## src/rtl/mdio_pkg.sv

```systemverilog
// Shared constants and helpers for the management frame engine.
// Assumes a 32-bit frame word preceded by a 32-bit preamble.
package mdio_pkg;
    localparam int PRE_LEN = 32;
    localparam int WORD_W  = 32;
    localparam int DATA_W  = 16;
    localparam int SLOT_N  = PRE_LEN + WORD_W;
    localparam int IDX_W   = $clog2(SLOT_N);
    localparam int POS_W   = $clog2(WORD_W);
    localparam int HALF_W  = 7;
    localparam int OP_HI   = 29;
    localparam int OP_LO   = 28;
    localparam logic [1:0] OP_READ = 2'b10;

    // Map the divisor select to half of the MDC period, in system clocks.
    function automatic logic [HALF_W-1:0] half_of(input logic [2:0] sel);
        case (sel)
            3'd0:    half_of = HALF_W'(4);
            3'd1:    half_of = HALF_W'(8);
            3'd2:    half_of = HALF_W'(16);
            3'd3:    half_of = HALF_W'(24);
            3'd4:    half_of = HALF_W'(32);
            default: half_of = HALF_W'(48);
        endcase
    endfunction
endpackage

```

## src/rtl/mdio_clk_div.sv

```systemverilog
// MDC generator. While run is high it toggles mdc every half period and
// flags the system-clock cycle just before each rising and falling edge.
// The half period is latched from sel while run is low, so a running
// frame keeps one rate. mdc is low whenever run is low.
module mdio_clk_div
    import mdio_pkg::*;
#(
    parameter int CW = HALF_W
) (
    input  logic       clk,
    input  logic       rst_n,
    input  logic       run,
    input  logic [2:0] sel,
    output logic       mdc,
    output logic       rise_tick,
    output logic       fall_tick
);
    logic [CW-1:0] half_q;
    logic [CW-1:0] cnt;
    logic          mdc_q;
    logic          at_end;

    assign at_end = (cnt == half_q - 1'b1);

    // Count half periods and toggle the management clock.
    always_ff @(posedge clk) begin
        if (!rst_n) begin
            half_q <= CW'(4);
            cnt    <= '0;
            mdc_q  <= 1'b0;
        end else if (!run) begin
            half_q <= CW'(half_of(sel));
            cnt    <= '0;
            mdc_q  <= 1'b0;
        end else if (at_end) begin
            cnt    <= '0;
            mdc_q  <= ~mdc_q;
        end else begin
            cnt    <= cnt + 1'b1;
        end
    end

    assign mdc       = mdc_q;
    assign rise_tick = run && at_end && !mdc_q;
    assign fall_tick = run && at_end &&  mdc_q;
endmodule

```

## src/rtl/mdio_frame_shift.sv

```systemverilog
// Frame sequencer. It holds the frame word, walks the 64 bit periods
// (preamble, then the word MSB first), releases the line for the
// turnaround and data of a read, and stores the sampled bits in place.
// Assumes rise_tick and fall_tick never fire in the same cycle.
module mdio_frame_shift
    import mdio_pkg::*;
(
    input  logic              clk,
    input  logic              rst_n,
    input  logic              en,
    input  logic              wr_valid,
    input  logic [WORD_W-1:0] wr_data,
    input  logic              rise_tick,
    input  logic              fall_tick,
    input  logic              mdio_i,
    output logic [WORD_W-1:0] word,
    output logic              busy,
    output logic              mdio_o,
    output logic              mdio_oe
);
    localparam logic [IDX_W-1:0] TA_REL   = IDX_W'(WORD_W - DATA_W - 2);
    localparam logic [IDX_W-1:0] DATA_REL = IDX_W'(WORD_W - DATA_W);
    localparam logic [IDX_W-1:0] LAST_IDX = IDX_W'(SLOT_N - 1);

    logic [IDX_W-1:0] idx;
    logic [IDX_W-1:0] rel;
    logic [POS_W-1:0] pos;
    logic             preamble;
    logic             is_rd;
    logic             released;
    logic             capture;

    // Decode where the current bit period sits in the frame.
    always_comb begin
        preamble = (idx < IDX_W'(PRE_LEN));
        rel      = idx - IDX_W'(PRE_LEN);
        pos      = POS_W'(WORD_W - 1) - rel[POS_W-1:0];
        is_rd    = (word[OP_HI:OP_LO] == OP_READ);
        released = is_rd && !preamble && (rel >= TA_REL);
        capture  = is_rd && !preamble && (rel >= DATA_REL);
    end

    // Accept words, advance the bit period and store read data.
    always_ff @(posedge clk) begin
        if (!rst_n) begin
            word <= '0;
            busy <= 1'b0;
            idx  <= '0;
        end else if (!busy) begin
            if (wr_valid) begin
                word <= wr_data;
                busy <= en;
                idx  <= '0;
            end
        end else if (!en) begin
            busy <= 1'b0;
        end else begin
            if (rise_tick && capture)
                word[pos] <= mdio_i;
            if (fall_tick) begin
                if (idx == LAST_IDX)
                    busy <= 1'b0;
                else
                    idx <= idx + 1'b1;
            end
        end
    end

    // Drive the line only outside the released window.
    always_comb begin
        mdio_oe = busy && !released;
        mdio_o  = mdio_oe && (preamble || word[pos]);
    end
endmodule

```

## src/rtl/mdio_frame_engine.sv

```systemverilog
// Top of the management frame engine: the MDC divider plus the frame
// sequencer. The sequencer's busy flag, gated by en, runs the divider.
// Assumes en, div_sel and the write strobe come from the clk domain.
module mdio_frame_engine
    import mdio_pkg::*;
(
    input  logic              clk,
    input  logic              rst_n,
    input  logic              en,
    input  logic [2:0]        div_sel,
    input  logic              wr_valid,
    input  logic [WORD_W-1:0] wr_data,
    output logic [WORD_W-1:0] frame_word,
    output logic              idle,
    output logic              mdc,
    output logic              mdio_o,
    output logic              mdio_oe,
    input  logic              mdio_i
);
    logic busy;
    logic run;
    logic rise_tick;
    logic fall_tick;

    assign run  = busy && en;
    assign idle = !busy;

    mdio_clk_div #(.CW(HALF_W)) u_div (
        .clk       (clk),
        .rst_n     (rst_n),
        .run       (run),
        .sel       (div_sel),
        .mdc       (mdc),
        .rise_tick (rise_tick),
        .fall_tick (fall_tick)
    );

    mdio_frame_shift u_shift (
        .clk       (clk),
        .rst_n     (rst_n),
        .en        (en),
        .wr_valid  (wr_valid),
        .wr_data   (wr_data),
        .rise_tick (rise_tick),
        .fall_tick (fall_tick),
        .mdio_i    (mdio_i),
        .word      (frame_word),
        .busy      (busy),
        .mdio_o    (mdio_o),
        .mdio_oe   (mdio_oe)
    );
endmodule

```

## config.mk

```make
export PLATFORM = sky130hd
export DESIGN_NAME = mdio_frame_engine
export DESIGN_NICKNAME = d
export VERILOG_FILES = /design/src/rtl/mdio_pkg.sv /design/src/rtl/mdio_clk_div.sv /design/src/rtl/mdio_frame_shift.sv /design/src/rtl/mdio_frame_engine.sv
export SDC_FILE = /design/constraint.sdc
export NUM_CORES = 1
export LEC_CHECK = 0
export BUFFER_PORTS_ARGS = -buffer_cell sky130_fd_sc_hd__buf_4
export CORE_UTILIZATION = 40
export DETAILED_ROUTE_END_ITERATION = 8
export MAX_ROUTING_LAYER = met4
export PLACE_DENSITY = 0.59
export SLEW_MARGIN = 25
export SYNTH_ARGS = -nofsm -noshare
export SYNTH_HDL_FRONTEND = slang
export SYNTH_SLANG_ARGS = --single-unit
```

## constraint.sdc

```tcl
create_clock -name clk -period 4.8 [get_ports clk]
set_clock_uncertainty 0.05 [all_clocks]
set_input_delay 1.44 -clock clk [delete_from_list [all_inputs] [get_ports clk]]
set_output_delay 1.44 -clock clk [all_outputs]
set_load 0.02 [all_outputs]
```

==> run_results.csv, run 1 <==
group,metric,value,unit
placed_design,io_buffer_count,75,
critical_path,cp_max_fo,18,
critical_path,crit_path_end_kind,"output port",
sta,setup_viol,0,
synthesis,async_flop_share,0,
synthesis,synth_area_per_cell,8.20,sq um
sta,tightestPinTransition,936,ps
floorplan,die_h,88.6,um
placed_design,pre_cts_ws,1150,ps
clock_tree,cts_tree,"done",
global_route,busiest_layer,"met2",
final_layout,final_common_cell,"buf_4",
global_route,met3_usage,0.0345,
synthesis,netlist_area,3000,sq um
detailed_routing,vias,2839,
final_layout,drive_above_1_share,0.262,
placed_design,dpl.hpwl,5870,um
placed_design,place.gp.congestion,0.822,
clock_tree,clk_pin_slew,100,ps
critical_path,critPathLaunchType,"flip-flop",
sta,slew_headroom,0.374,
synthesis,yosys-mux-area-fraction,0.0655,
sta,final.period_utilization,0.838,
global_route,met1_usage,0.307,
floorplan,rows,31,
global_route,grt_start_max_net_pins,42,
clock_tree,clockBufferDepth,2,
global_route,grt_pass1_vias,2593,
sta,rsz0062_at_grt,"false",
sta,period_minus_slack,4020,ps
detailed_routing,viasPerCell,5.44,
sta,hold_violations,0,
critical_path,arrival,2530,ps
synthesis,postSynthRegisterBits,51,
placed_design,place_inst,514,
synthesis,synthFlopType,"dfxtp_1",
synthesis,seq_area_frac_synth,0.340,
detailed_routing,initialDrtViolationCount,219,
power_and_ir_drop,total_power,1.01,mW
critical_path,crit_start,"u_shift.idx[1]",
floorplan,dieWidth,88.6,um
power_and_ir_drop,power.density,272,nW/um^2
final_layout,final_core_util,0.509,
clock_tree,cts_made_buffers,5,
floorplan,start_util,0.414,
min_path,hold_path_class,"flip-flop to flip-flop",
clock_tree,clk_latency,310,ps
global_route,grt_pass1_wl,13200,um
detailed_routing,totalWireLength,8220,um
floorplan,dieArea,7850,sq um
synthesis,syn-num-nets,412,
final_layout,final_cell_mix,"buf_4, nand2_1, dfxtp_1",
synthesis,syn_inst,366,
clock_tree,postCtsSetupBuffers,0,
sta,fin_ws,778,ps
critical_path,crit_required,3310,ps
global_route,grt_util_met2,0.338,
final_layout,area_growth,23.0,%
floorplan,design.core.area,7250,sq um
synthesis,yosys.cell_types.count,48,
clock_tree,root_buffer,"clkbuf_8",
clock_tree,htreeDepth,2,
synthesis,yosysWarnings,0,
synthesis,synth_compound_area_frac,0.215,
synthesis,synth_xor_area_frac,0.0321,
global_route,antenna_found_initial,0,
detailed_routing,route.detailed.drc,0,
global_route,overflow,0,
critical_path,timing.rr.start,"u_div.half_q[2]",
detailed_routing,first_pass_iters,4,
critical_path,path_class,"flip-flop to output port",
synthesis,synth_adder_area_share,0.0250,
clock_tree,clock-sinks,51,
synthesis,synthSimpleGateAreaFrac,0.259,
floorplan,ios,76,
clock_tree,cts_hold_buf,0,
job,drv_cap,0,
final_layout,nFillCells,717,
run_status,outcome,"complete, no violations",
sta,setup-tns-final,0,ps
min_path,worstHoldStart,"u_div.cnt[0]",
final_layout,stdcell_count,522,
synthesis,synth_edf_count,0,
sta,fmax,0.249,GHz
sta,drv_slew,0,
final_layout,nets,468,
clock_tree,cts_resized,0,
power_and_ir_drop,peakVddDrop,0.139,mV
detailed_routing,ant_nets,0,
global_route,track_usage,0.225,
final_layout,antenna_cells,0,
power_and_ir_drop,leakage,1.39,nW
detailed_routing,wl_per_cell,15.7,um
synthesis,synth_top_family_by_area,"simple AND/OR/NAND/NOR gates",
==> path summary, 6_finish.rpt <==
path              cells after the start              end  slack, ps
setup / recovery                      5           mdio_o        780
hold reg to reg                       1     u_div.cnt[0]        410
setup reg to reg                      7  u_shift.word[7]       1910
hold / removal                        1     u_div.cnt[0]        410
==> per-layer routing <==
metal,up-vias,share of wire
met5,-,0
met4,0,0.021
li1,1422,-
met3,13,0.046
met1,1325,0.48
met2,79,0.45
==> cells by family (layout without fill, tap and decap cells) <==
logic type,after synthesis,after routing
simple gates,169,169
buf+inv,39,96
xor+xnor,11,11
compound gates,78,78
mux,12,12
flops,51,51
fa+ha+maj,6,6
==> critical path, stage by stage (launching register included) <==
cell and delay (ps):
dfxtp_1 820, mux4_2 590, a22o_1 250, a221oi_1 250, a311oi_1 130, buf_4 180
==> cell usage after synthesis (all sizes together) (7+ instances only) <==
cell type  number  area, sq um
a21oi          24          120
a221oi         16          228
buf             7         67.6
clkbuf         21         78.8
dfxtp          51         1020
inv            11         41.3
nand2          75          282
nand3          35          175
nor2           30          113
o22ai          15         93.8
xnor2           7         61.3
==> area by class of cell <==
type | instances | area, sq um | area share
inverter | 11 | 41.3 | 0.0112
timing repair buffer | 77 | 578 | 0.157
tap | 99 | 124 | 0.0336
sequential | 51 | 1020 | 0.277
multi-input combinational | 276 | 1790 | 0.486
clock buffer | 6 | 72.6 | 0.0197
clock inverter | 2 | 60.1 | 0.0163
==> metrics by stage <==
step           hold slack [ps]  instance area, sq um
5_1_grt                    434                  3690
2_1_floorplan              368                  3000
4_1_cts                    419                  3690
6_report                   414                  3690
3_3_place_gp               375                  3560
3_5_place_dp               398                  3560
==> power by group <==
part | switching, mW | internal (mW) | leakage [nW] | total (mW)
logic | 0.0948 | 0.0843 | 0.902 | 0.179
registers | 0.0218 | 0.445 | 0.419 | 0.467
clock network | 0.151 | 0.209 | 0.0654 | 0.360
total | 0.268 | 0.738 | 1.39 | 1.01
==> sequential cells by signal, summed over array words and instances (netlist names) <==
| name | count |
|---|---|
| u_div.mdc | 1 |
| u_shift.busy | 1 |
| u_shift.idx | 6 |
| u_div.half_q | 4 |
| u_div.cnt | 7 |
| u_shift.word | 32 |
(Power assumes the default switching activity.)
==> inputs of run 2 (changes only) <==
==> constraint.sdc (replaced) <==
create_clock -name clk -period 4 [get_ports clk]
set_clock_uncertainty 0.05 [all_clocks]
set_input_delay 1.2 -clock clk [delete_from_list [all_inputs] [get_ports clk]]
set_output_delay 1.2 -clock clk [all_outputs]
set_load 0.02 [all_outputs]
==> run 2 against run 1 <==
Net effect:
- first-iteration DRC count down 25%
- via count grew 0.35%
- combinational power increased by 21%
- cell count rose by 0.77%
- worst setup slack lost 320 ps
- clock power up 6.4%
- global-route usage increased by 0.37 points
- count of clock-buffer cells in the layout stayed put
- sequential power increased by 20%
- routed wire length down 0.30%
- largest cell class unchanged
- highest routed layer unchanged
==> run_results.csv, run 2 (synthesis results as in run 1) <==
group,metric,value,unit
critical_path,crit_required,2750,ps
detailed_routing,route.detailed.drc,0,
min_path,hold_path_class,"flip-flop to flip-flop",
critical_path,crit_path_cell_trace,"mux4_2, a22o_1, a221oi_1, a311oi_1, buf_4",
final_layout,antenna_cells,0,
sta,drv_slew,0,
power_and_ir_drop,peakVddDrop,0.175,mV
global_route,grt_pass1_vias,2607,
power_and_ir_drop,leakage,1.40,nW
clock_tree,clk_latency,310,ps
clock_tree,clk_pin_slew,90,ps
final_layout,stdcell_count,526,
final_layout,largest_reg_flops,32,
placed_design,io_buffer_count,75,
clock_tree,postCtsSetupBuffers,0,
clock_tree,cts_tree,"done",
detailed_routing,first_pass_iters,4,
critical_path,timing.rr.start,"u_div.half_q[2]",
final_layout,nFillCells,733,
floorplan,ios,76,
sta,hold_violations,0,
detailed_routing,initialDrtViolationCount,165,
min_path,hold-path-endpoint,"u_div.cnt[0]",
final_layout,regArea,1020,sq um
critical_path,crit_path_end_kind,"output port",
power_and_ir_drop,sw_frac_of_total,0.276,
power_and_ir_drop,p_switching,0.320,mW
global_route,track_usage,0.229,
final_layout,nets,472,
floorplan,die_h,88.6,um
final_layout,reg_top3,"u_shift.word x32, u_div.cnt x7, u_shift.idx x6",
floorplan,dieArea,7850,sq um
placed_design,place.gp.congestion,0.813,
power_and_ir_drop,power_frac_clock,0.330,
final_layout,drive_above_1_share,0.272,
clock_tree,cts_hold_buf,0,
critical_path,reg2regPathDepth,8,
floorplan,start_util,0.414,
sta,slew_headroom,0.450,
power_and_ir_drop,power.density,313,nW/um^2
clock_tree,cts_resized,0,
critical_path,arrival,2300,ps
global_route,overflow,0,
final_layout,area_growth,23.5,%
sta,final.period_utilization,0.886,
power_and_ir_drop,power_frac_seq,0.483,
critical_path,critPathMaxStageDelay,580,ps
global_route,grt_start_max_net_pins,42,
final_layout,top_register,"u_shift.word",
detailed_routing,viasPerCell,5.42,
sta,period_minus_slack,3550,ps
detailed_routing,vias,2849,
power_and_ir_drop,power_frac_comb,0.186,
sta,rsz0062_at_grt,"false",
min_path,worstHoldStart,"u_div.cnt[0]",
clock_tree,htreeDepth,2,
job,drv_cap,0,
min_path,hold_depth,1,
global_route,antenna_found_initial,0,
sta,fmax,0.282,GHz
sta,setup_viol,0,
critical_path,cp_max_fo,10,
critical_path,rrSetupSlack,1220,ps
critical_path,critPathLaunchType,"flip-flop",
placed_design,place_inst,518,
critical_path,slowest_stage,"dfxtp_1",
clock_tree,root_buffer,"clkbuf_8",
clock_tree,clockBufferDepth,2,
detailed_routing,wl_per_cell,15.6,um
power_and_ir_drop,intPower,0.839,mW
floorplan,design.core.area,7250,sq um
placed_design,dpl.hpwl,6030,um
detailed_routing,ant_nets,0,
clock_tree,cts_made_buffers,5,
global_route,grt_pass1_wl,13500,um
clock_tree,clock-sinks,51,
run_status,outcome,"complete, no violations",
critical_path,worstReg2RegEnd,"u_shift.word[7]",
final_layout,multiInputGateArea,1790,sq um
sta,tightestPinTransition,819,ps
sta,setup-tns-final,0,ps
power_and_ir_drop,total_power,1.16,mW
floorplan,rows,31,
final_layout,final_common_cell,"buf_4",
critical_path,path_class,"flip-flop to output port",
final_layout,final_cell_mix,"buf_4, nand2_1, dfxtp_1",
floorplan,dieWidth,88.6,um
detailed_routing,totalWireLength,8190,um
-- run 2: changes by cell type in the layout (fill, tap and decap cells not counted) --
cell       before  now
buf_4          77   81
bufinv_16       2    1
clkbuf_1        1    0
clkbuf_8        5    6
clkinv_2        0    1
-- run 2: metrics by stage --
step / area [sq um] / setup WS (ps) / util / hold WS, ps
5_1_grt: 3710 / 187 / 0.511 / 418
2_1_floorplan: 3000 / 830 / - / 368
3_5_place_dp: 3590 / 780 / 0.495 / 390
3_3_place_gp: 3590 / 884 / 0.495 / 374
6_report: 3710 / 454 / 0.511 / 405
4_1_cts: 3710 / 434 / 0.511 / 408
-- run 2: power by group through the flow --
stage | Clock [mW] | Combinational (mW) | Sequential [mW]
after global routing | 0.418 | 0.236 | 0.564
final | 0.383 | 0.216 | 0.560
after floorplan | 0 | 0.106 | 0.590
after detailed placement | 0 | 0.217 | 0.572
after CTS | 0.392 | 0.218 | 0.560
after global placement | 0 | 0.214 | 0.574
-- run 2: cell type report --
| type | count | area share |
|---|---|---|
| Clock inverter | 2 | 0.00945 |
| Timing Repair Buffer | 81 | 0.164 |
| Inverter | 11 | 0.0111 |
| Sequential cell | 51 | 0.275 |
| Clock buffer | 6 | 0.0223 |
| Tap cell | 99 | 0.0334 |
| Multi-Input combinational cell | 276 | 0.484 |
-- run 2: worst max-delay path, delay by kind of cell, from the launching register on --
kind            cells  cell delay [ps]
compound gates      3              670
flops               1              580
mux                 1              550
buf+inv             1              190
-- run 2: worst max path at each step --
| stage | cells past startpoint | start | endpoint | slack [ps] |
|---|---|---|---|---|
| after floorplan | 6 | u_shift.idx[1] | mdio_o | 830 |
| after global placement | 5 | u_shift.idx[1] | mdio_o | 880 |
| after detailed placement | 5 | u_shift.idx[1] | mdio_o | 780 |
| after CTS | 5 | u_shift.idx[1] | mdio_o | 430 |
| after global routing | 6 | u_shift.idx[3] | mdio_o | 190 |
| final | 5 | u_shift.idx[1] | mdio_o | 450 |
-- run 2: routing by layer --
layer,share of wire,track usage,vias to the layer above
met5,0,-,-
met4,0.0088,0.0440,0
met2,0.47,0.353,90
met1,0.46,0.320,1318
met3,0.053,0.0317,7
li1,-,-,1434
